File: src/rtl/sif_arb_pkg.sv
package sif_arb_pkg;

    // Minimum SCLK rising edges with CS low that force the SPI lock.
    localparam int unsigned LOCK_PULSES_DEF = 4;

    typedef enum logic {
        SEL_I2C = 1'b0,
        SEL_SPI = 1'b1
    } bus_sel_e;

    // Synchronized copy of the host pins.
    typedef struct packed {
        logic cs_n;
        logic sclk;
    } host_pins_s;

    // Idle levels: chip-select pulled high, clock low.
    localparam host_pins_s PINS_IDLE = '{cs_n: 1'b1, sclk: 1'b0};

    function automatic bus_sel_e pick_bus(input logic cs_n_s, input logic locked);
        return (locked || !cs_n_s) ? SEL_SPI : SEL_I2C;
    endfunction

endpackage

File: src/rtl/sif_sync2.sv
module sif_sync2 #(
    parameter int unsigned        W       = 1,
    parameter logic [W-1:0]       RST_VAL = '0
) (
    input  logic         clk,
    input  logic         rst,
    input  logic [W-1:0] d_async,
    output logic [W-1:0] q_sync
);
    logic [W-1:0] meta_q;

    always_ff @(posedge clk) begin
        if (rst) begin
            meta_q <= RST_VAL;
            q_sync <= RST_VAL;
        end else begin
            meta_q <= d_async;
            q_sync <= meta_q;
        end
    end
endmodule

File: src/rtl/sif_lock_counter.sv
module sif_lock_counter #(
    parameter int unsigned LOCK_PULSES = 4
) (
    input  logic clk,
    input  logic rst,
    input  logic cs_active,
    input  logic sclk_rise,
    output logic locked
);
    localparam int unsigned   CNT_W = $clog2(LOCK_PULSES + 1);
    localparam logic [CNT_W-1:0] CNT_LAST = CNT_W'(LOCK_PULSES - 1);
    localparam logic [CNT_W-1:0] CNT_FULL = CNT_W'(LOCK_PULSES);

    logic [CNT_W-1:0] cnt_q;

    always_ff @(posedge clk) begin
        if (rst) begin
            cnt_q  <= '0;
            locked <= 1'b0;
        end else if (locked) begin
            cnt_q  <= cnt_q;               // saturated
        end else if (!cs_active) begin
            cnt_q  <= '0;
        end else if (sclk_rise) begin
            cnt_q  <= cnt_q + 1'b1;
            if (cnt_q == CNT_LAST) begin
                locked <= 1'b1;
            end
        end
    end

    AST_LOCK_STICKY: assert property (@(posedge clk) disable iff (rst)
        locked |=> locked);

    AST_CNT_SATURATED: assert property (@(posedge clk) disable iff (rst)
        locked |-> (cnt_q == CNT_FULL));

    AST_CNT_CLEAR_ON_RELEASE: assert property (@(posedge clk) disable iff (rst)
        (!cs_active && !locked) |=> (cnt_q == '0));

    AST_LOCK_NEEDS_EDGE: assert property (@(posedge clk) disable iff (rst)
        $rose(locked) |-> ($past(sclk_rise) && $past(cs_active)));
endmodule

File: src/rtl/sif_dir_ctrl.sv
module sif_dir_ctrl (
    input  logic clk,
    input  logic rst,
    input  logic spi_sel,
    input  logic cfg_3wire,
    input  logic rd_phase,
    output logic sdio_oe
);
    always_comb begin
        sdio_oe = spi_sel && cfg_3wire && rd_phase;
    end

    AST_OE_NOT_FOURWIRE: assert property (@(posedge clk) disable iff (rst)
        !cfg_3wire |-> !sdio_oe);
endmodule

File: src/rtl/sif_mode_arbiter.sv
module sif_mode_arbiter
    import sif_arb_pkg::*;
#(
    parameter int unsigned LOCK_PULSES = LOCK_PULSES_DEF
) (
    input  logic clk,
    input  logic por,
    input  logic cs_n,
    input  logic sclk,
    input  logic cfg_3wire,
    input  logic rd_phase,
    output logic i2c_en,
    output logic spi_en,
    output logic spi_locked,
    output logic sdio_oe
);
    host_pins_s pins_raw;
    host_pins_s pins_s;
    logic       sclk_prev_q;
    logic       sclk_rise;
    bus_sel_e   bus_sel;

    assign pins_raw = '{cs_n: cs_n, sclk: sclk};

    sif_sync2 #(
        .W       ($bits(host_pins_s)),
        .RST_VAL (PINS_IDLE)
    ) u_sync (
        .clk     (clk),
        .rst     (por),
        .d_async (pins_raw),
        .q_sync  (pins_s)
    );

    always_ff @(posedge clk) begin
        if (por) begin
            sclk_prev_q <= PINS_IDLE.sclk;
        end else begin
            sclk_prev_q <= pins_s.sclk;
        end
    end

    assign sclk_rise = pins_s.sclk && !sclk_prev_q;

    sif_lock_counter #(
        .LOCK_PULSES (LOCK_PULSES)
    ) u_lock (
        .clk       (clk),
        .rst       (por),
        .cs_active (!pins_s.cs_n),
        .sclk_rise (sclk_rise),
        .locked    (spi_locked)
    );

    assign bus_sel = pick_bus(pins_s.cs_n, spi_locked);
    assign spi_en  = (bus_sel == SEL_SPI);
    assign i2c_en  = (bus_sel == SEL_I2C);

    sif_dir_ctrl u_dir (
        .clk       (clk),
        .rst       (por),
        .spi_sel   (spi_en),
        .cfg_3wire (cfg_3wire),
        .rd_phase  (rd_phase),
        .sdio_oe   (sdio_oe)
    );

    AST_ONE_ENGINE: assert property (@(posedge clk) disable iff (por)
        $countones({i2c_en, spi_en}) == 1);

    AST_LOCK_HOLDS_SPI: assert property (@(posedge clk) disable iff (por)
        spi_locked |-> spi_en);

    AST_NO_OE_IN_I2C: assert property (@(posedge clk) disable iff (por)
        i2c_en |-> !sdio_oe);
endmodule

File: config.mk
export PLATFORM = sky130hd
export DESIGN_NAME = sif_mode_arbiter
export DESIGN_NICKNAME = d
export VERILOG_FILES = /design/src/rtl/sif_arb_pkg.sv /design/src/rtl/sif_sync2.sv /design/src/rtl/sif_lock_counter.sv /design/src/rtl/sif_dir_ctrl.sv /design/src/rtl/sif_mode_arbiter.sv
export SDC_FILE = /design/constraint.sdc
export NUM_CORES = 1
export LEC_CHECK = 0
export ABC_AREA = 1
export ABC_CLOCK_PERIOD_IN_PS = 1100
export BUFFER_PORTS_ARGS = -buffer_cell sky130_fd_sc_hd__clkbuf_2
export CAP_MARGIN = 5
export CORE_AREA = 2 2 39 41
export CTS_BUF_LIST = sky130_fd_sc_hd__clkbuf_16
export CTS_CLUSTER_SIZE = 20
export DETAILED_ROUTE_END_ITERATION = 16
export DIE_AREA = 0 0 41 43
export GPL_ROUTABILITY_DRIVEN = 1
export PLACE_DENSITY = 0.58
export SLEW_MARGIN = 20
export SYNTH_ARGS = -nofsm -noshare
export SYNTH_HDL_FRONTEND = slang
export SYNTH_HIERARCHICAL = 1
export SYNTH_SLANG_ARGS = --single-unit
File: constraint.sdc
create_clock -name clk -period 1.1 [get_ports clk]
set_input_delay 0.22 -clock clk [delete_from_list [all_inputs] [get_ports clk]]
set_output_delay 0.22 -clock clk [all_outputs]
set_load 0.02 [all_outputs]
==> impl_results.md, run 1 <==
* Syn_area_per_cell at 7.38 um^2
* Antenna-violating nets left at 0
* Combinational cell fraction of total power at 5.0%
* Leading cell types in the layout, fill and taps excluded: 14 x inv_1, 9 x nand2_1, 6 x clkbuf_2, 6 x dfxtp_1, 5 x nor2_1
* Clock network fraction of total power at 62.0%
* Min Tclk post-route at 1150 ps
* Slowest CP cell: dfxtp_4
* Yosys reg bits at 9
* CP Max Fanout at 2
* Clock root cell: clkbuf_16
* Switching power share of the total at 18.6%
* Data required time of the critical path at 880 ps
* P_leak at 0.000299 uW
* Maximum root-to-sink buffer count at 2
* Final period utilization at 104%
* Share of power burned in registers at 33.1%
* Rows at 14
* Area grow syn2layout at 57.8%
* Nets@finish at 75
* Post-DP HPWL at 453 um
* # H-tree levels at 1
* Hold EP: u_sync/meta_q[1]
* Final setup fails at 2
* Internal at 831 uW
* RSZ-0062 raised after global routing: true
* TritonRoute pass-1 iters at 6
* Sw Pwr at 190 uW
* Initial core utilization at 27.2%
* R2R cell count at 5
* Boundary pin count at 10
* Most common cell after layout, fill and taps aside: inv_1
* Cells after Synth at 51
* CP dominant cell by count: nand2_2
* Die Width at 41 um
* Final Hold Viols at 0
* Hold_sp: cs_n
* FF-to-FF Start: u_lock/cnt_q[0]
* Via density at 4.17
* Drt initial violations at 6
* Final WL at 693 um
* Gr usage total at 9.78%
* Congestion Overflow GR at 0
* Std-Cell Core Area at 1380 um^2
* Die area at 1760 um^2
* PortBufs at 9
* Max Slew Vio Count at 0
* Hold path depth at 3
* Crit-path max cell delay at 330 ps
* Worst skew pair latency at 230 ps
* Reg2reg setup slack at 100 ps
* Multi-input combinational cell area at 176 um^2
* Worst slew pin tran at 157 ps
* CTS tree: built
* Share of cells above drive strength 1 at 40.9%
* Seq. cell area at 186 um^2
* Die height at 43 um
* Outcome: finished with violations
* Inst Count DP at 76
* Routed len/inst at 8.45 um
* Diode count at 0
* Setup WS post-layout at -47.8 ps
* RePlAce Congestion at 0.610
* Worst-path clk slew at 40 ps
* Vias in the first global route at 293
* Fin util at 42.9%
* Worst Setup Path Type: reg2out
* CP arrival at 930 ps
* Crit path cell chain: inv_1 > nand2_2 > nand2_2 > nor2_4 > buf_8
* Tot Pwr at 1020 uW
* Yosys cell types at 11
* PwrDens at 1720 nW/um^2
* Max-Cap Viols at 0
* Final setup TNS at -63.8 ps
* First-pass GRT wire length at 1070 um
* Synthesized area at 377 um^2
* Fillers at 146
* Clock Skew at 0.560 ps
* Place WS at 29.1 ps
* CTS buffer count at 3
* Drt drc at 0
* Peak VDD IR at 0.783 mV
* Mapped Nets at 59
* Register area share after synthesis at 47.8%
* Worst setup EP type: output port
* Class of the worst hold path: in2reg
* R2r endpoint: u_lock/cnt_q[2]
* Max Freq at 871 MHz
* # clock sinks at 9
* Startpoint types: register
* # hold bufs at CTS at 0
* Failing checks: setup timing
* Largest net degree at the start of global routing at 9
* Via count at 342
* Yosys warnings at 6
* Layout Cells excl Fill at 82
* Slew headroom at 89.5%
* Antenna violations before repair at 0
==> worst max path at each step <==
stage               slack (ps)         endpoint            start
floorplan                   20          sdio_oe    u_lock/locked
global placement            60  u_lock/cnt_q[2]  u_lock/cnt_q[0]
detailed placement          30  u_lock/cnt_q[2]  u_lock/cnt_q[0]
CTS                        -60          sdio_oe    u_lock/locked
global route              -110          sdio_oe    u_lock/locked
finish                     -50          sdio_oe    u_lock/locked
==> sequential cells by signal, indices dropped and copies added (netlist names) <==
name / count
u_sync/q_sync: 2
u_lock/locked: 1
u_sync/meta_q: 2
u_lock/cnt_q: 3
sclk_prev_q: 1
==> kinds of logic (layout without fill, tap and decap cells) <==
logic type | after synthesis | after routing | share of synthesized area (%)
AND/OR/NAND/NOR | 23 | 23 | 27.6
AO/OA/AOI/OAI | 3 | 3 | 3.99
flip-flops | 9 | 9 | 47.8
adder cells (fa/ha/maj) | 2 | 2 | 6.64
buffers and inverters | 14 | 29 | 14.0
==> cells in the mapped netlist <==
| cell | count | share of area [%] |
|---|---|---|
| a21oi_1 | 3 | 4.0 |
| dfxtp_1 | 9 | 48 |
| ha_1 | 2 | 6.6 |
| inv_1 | 13 | 13 |
| inv_2 | 1 | 1.0 |
| nand2_1 | 11 | 11 |
| nand2_2 | 1 | 1.7 |
| nand3_1 | 2 | 2.7 |
| nor2_1 | 6 | 6.0 |
| nor2_2 | 2 | 3.3 |
| nor2_4 | 1 | 3.0 |
==> timing repair <==
item                       4_1_cts  5_1_grt
setup endpoints to repair        3        5
resized for setup                7        8
pin swaps                        1        3
setup buffers                    2        0
==> power groups by stage <==
stage | registers, uW | logic, uW | clock network [uW]
after floorplan | 344 | 25.4 | 0
after global placement | 344 | 42.4 | 0
after detailed placement | 345 | 43.1 | 0
after CTS | 337 | 48.3 | 640
after global routing | 338 | 57.9 | 675
final | 337 | 50.6 | 633
==> per-stage QoR <==
| stage | hold slack (ps) | instance area [um^2] |
|---|---|---|
| 2_1_floorplan | 282 | 385 |
| 3_3_place_gp | 390 | 450 |
| 3_5_place_dp | 398 | 450 |
| 4_1_cts | 164 | 572 |
| 5_1_grt | 181 | 594 |
| 6_report | 162 | 594 |
==> critical path, delay by kind of cell (launching register included) <==
kind                   cells  cell delay, ps
flip-flops                 1             330
AND/OR/NAND/NOR            3             210
buffers and inverters      2             150
==> final cells by class <==
type,count,share of cell area [%]
Clock buffer,3,12.6
Clock inverter,1,0.632
Inverter,14,8.84
Multi-Input combinational cell,28,29.7
Sequential cell,9,31.4
Tap cell,16,3.37
Timing Repair Buffer,11,13.5
==> metal layers <==
metal | up-vias | routed length (um) | track usage [%]
li1 | 175 | - | -
met1 | 152 | 257 | 8.47
met2 | 13 | 369 | 14.7
met3 | 2 | 49 | 6.28
met4 | 0 | 16 | 8.00
met5 | - | 0 | 0
Note: power is estimated with default switching activity, not from simulation.
==> inputs of run 2 (changes only) <==
--- a/config.mk
+++ b/config.mk
@@ -13,3 +13,3 @@
 export CTS_BUF_LIST = sky130_fd_sc_hd__clkbuf_16
-export CTS_CLUSTER_SIZE = 20
+export CTS_CLUSTER_SIZE = 16
 export DETAILED_ROUTE_END_ITERATION = 16
==> constraint.sdc (replaced) <==
create_clock -name clk -period 1.1 [get_ports clk]
set_input_delay 0.11 -clock clk [delete_from_list [all_inputs] [get_ports clk]]
set_output_delay 0.11 -clock clk [all_outputs]
set_load 0.02 [all_outputs]
==> run 2 against run 1 <==
Net effect: clock-buffer cell count stayed put; sequential power hardly changed; final area is 4.0% lower; first-iteration DRC count is 17% higher; core utilization is 1.7 points lower; maximum frequency is 7.4% higher; die area stayed put; the flow now finishes without violations.
==> impl_results.md, run 2 (synthesized netlist as in run 1, its figures left out) <==
* Outcome: complete, no violations (was finished with violations)
* Reg2reg setup slack at 30 ps (was 100 ps)
* Sw Pwr at 171 uW (was 190 uW)
* Data required time of the critical path at 1270 ps (was 880 ps)
* Hold_ws at 53.6 ps (was 162 ps)
* Via density at 3.92 (was 4.17)
* Largest net degree at the start of global routing at 9 (unchanged)
* Fin util at 41.2% (was 42.9%)
* Die area at 1760 um^2 (unchanged)
* CTS buffer count at 3 (unchanged)
* RePlAce Congestion at 0.670 (was 0.610)
* CP Max Fanout at 2 (unchanged)
* Worst Setup Path Type: reg2reg (was reg2out)
* Final setup TNS at 0 ps (was -63.8 ps)
* Max Slew Vio Count at 0 (unchanged)
* Peak VDD IR at 0.784 mV (was 0.783 mV)
* Design area at 571 um^2 (was 594 um^2)
* Area post-placement at 443 um^2 (was 450 um^2)
* Congestion Overflow GR at 0 (unchanged)
* Antenna violations before repair at 0 (unchanged)
* Drt drc at 0 (unchanged)
* First-pass GRT wire length at 972 um (was 1070 um)
* Rows at 14 (unchanged)
* Max Freq at 936 MHz (was 871 MHz)
* Internal at 826 uW (was 831 uW)
* Die Width at 41 um (unchanged)
* Leading cell types in the layout, fill and taps excluded: 13 x inv_1, 9 x nand2_1, 7 x clkbuf_2, 7 x dfxtp_1, 5 x nor2_1 (was 14 x inv_1, 9 x nand2_1, 6 x clkbuf_2, 6 x dfxtp_1, 5 x nor2_1)
* CTS tree: built (unchanged)
* Max-Cap Viols at 0 (unchanged)
* Worst setup EP type: register (was output port)
* Share of power burned in registers at 33.8% (was 33.1%)
* Die height at 43 um (unchanged)
* Place WS at 16.9 ps (was 29.1 ps)
* Boundary pin count at 10 (unchanged)
* Diode count at 0 (unchanged)
* Final Hold Viols at 0 (unchanged)
* Most flop-heavy register: u_lock/cnt_q (unchanged)
* R2R cell count at 5 (unchanged)
* Switching power share of the total at 17.2% (was 18.6%)
* Nets@finish at 76 (was 75)
* Vias in the first global route at 268 (was 293)
* Antenna-violating nets left at 0 (unchanged)
* Initial core utilization at 27.2% (unchanged)
* RSZ-0062 raised after global routing: true (unchanged)
* TritonRoute pass-1 iters at 5 (was 6)
* P_leak at 0.000299 uW (about the same)
* Startpoint types: register (unchanged)
* Class of the worst hold path: in2reg (unchanged)
* Combinational cell fraction of total power at 4.7% (was 5.0%)
* Fillers at 143 (was 146)
* Final WL at 697 um (was 693 um)
* Routed len/inst at 8.40 um (was 8.45 um)
* Drt initial violations at 7 (was 6)
* Clock Skew at 0.806 ps (was 0.560 ps)
* CP arrival at 1230 ps (was 930 ps)
* Slew headroom at 88.3% (was 89.5%)
* Worst-path clk slew at 40 ps (about the same)
* Worst slew pin tran at 176 ps (was 157 ps)
* Share of cells above drive strength 1 at 40.3% (was 40.9%)
* Final setup fails at 0 (was 2)
* # H-tree levels at 1 (unchanged)
* Worst skew pair latency at 230 ps (about the same)
* Std-Cell Core Area at 1380 um^2 (unchanged)
* Hold path depth at 3 (unchanged)
* Maximum root-to-sink buffer count at 2 (unchanged)
* # clock sinks at 9 (unchanged)
* Post-DP HPWL at 442 um (was 453 um)
* Min Tclk post-route at 1070 ps (was 1150 ps)
* PwrDens at 1750 nW/um^2 (was 1720 nW/um^2)
* Final period utilization at 97.1% (was 104%)
* Most common cell after layout, fill and taps aside: inv_1 (unchanged)
* Setup WS post-layout at 31.6 ps (was -47.8 ps)
* Via count at 325 (was 342)
* Area grow syn2layout at 51.5% (was 57.8%)
* Max FFs per register at 3 (unchanged)
* PortBufs at 9 (unchanged)
* Top flop regs: u_lock/cnt_q: 3 flops, u_sync/meta_q: 2 flops, u_sync/q_sync: 2 flops (unchanged)
* Clock root cell: clkbuf_16 (unchanged)
* Clock network fraction of total power at 61.6% (was 62.0%)
* Gr usage total at 9.07% (was 9.78%)
run 2: cell types whose count changed in the layout (fill, tap and decap cells not counted), moves of 2 or more:
cell / before / now
ha_1: 0 / 2
buf_4: 2 / 4
buf_8: 2 / 0
nor2_2: 1 / 3
nor2_4: 3 / 1
run 2: metrics by stage:
stage          power, uW  std cells
3_5_place_dp         386         76
4_1_cts             1010         82
6_report             998         83
3_3_place_gp         385         76
2_1_floorplan        367         51
5_1_grt             1030         83
run 2: layout make-up:
class / count / area, um^2 / area share [%]
tap: 16 / 20.0 / 3.51
inverter: 14 / 52.6 / 9.21
clock buffer: 3 / 75.1 / 13.2
timing repair buffer: 12 / 78.8 / 13.8
multi-input combinational: 28 / 155 / 27.2
sequential: 9 / 185 / 32.5
clock inverter: 1 / 3.75 / 0.658
run 2: critical path, stage by stage (launching register included):
cell	delay, ps
dfxtp_2	310
ha_1	190
ha_1	280
inv_1	50
nand2_1	60
a21oi_2	110
run 2: power by group through the flow:
| stage | sequential, uW | clock (uW) | combinational (uW) |
|---|---|---|---|
| global route | 337 | 639 | 52.8 |
| detailed placement | 344 | 0 | 41.6 |
| global placement | 344 | 0 | 41.1 |
| CTS | 336 | 633 | 42.9 |
| finish | 337 | 614 | 46.5 |
| floorplan | 344 | 0 | 23.9 |
run 2: path summary, 6_finish.rpt:
kind,from,endpoint
worst min register to register,u_sync/meta_q[0],u_sync/q_sync[0]
worst max-delay path,u_lock/cnt_q[0],u_lock/cnt_q[2]
worst max register to register,u_lock/cnt_q[0],u_lock/cnt_q[2]
worst min-delay path,cs_n,u_sync/meta_q[1]
run 2: repair_timing:
action	4_1_cts	5_1_grt
pin swaps	0	3
resized for setup	3	8
buffers inserted	2	1
hold buffers	0	0
setup endpoints to repair	1	4
run 2: metal layers:
layer	vias to the layer above	track usage [%]	share of wire, %
li1	177	-	-
met1	134	8.47	42
met2	12	12.5	50
met3	2	3.14	5.2
met4	0	12.0	2.7
met5	-	0	0
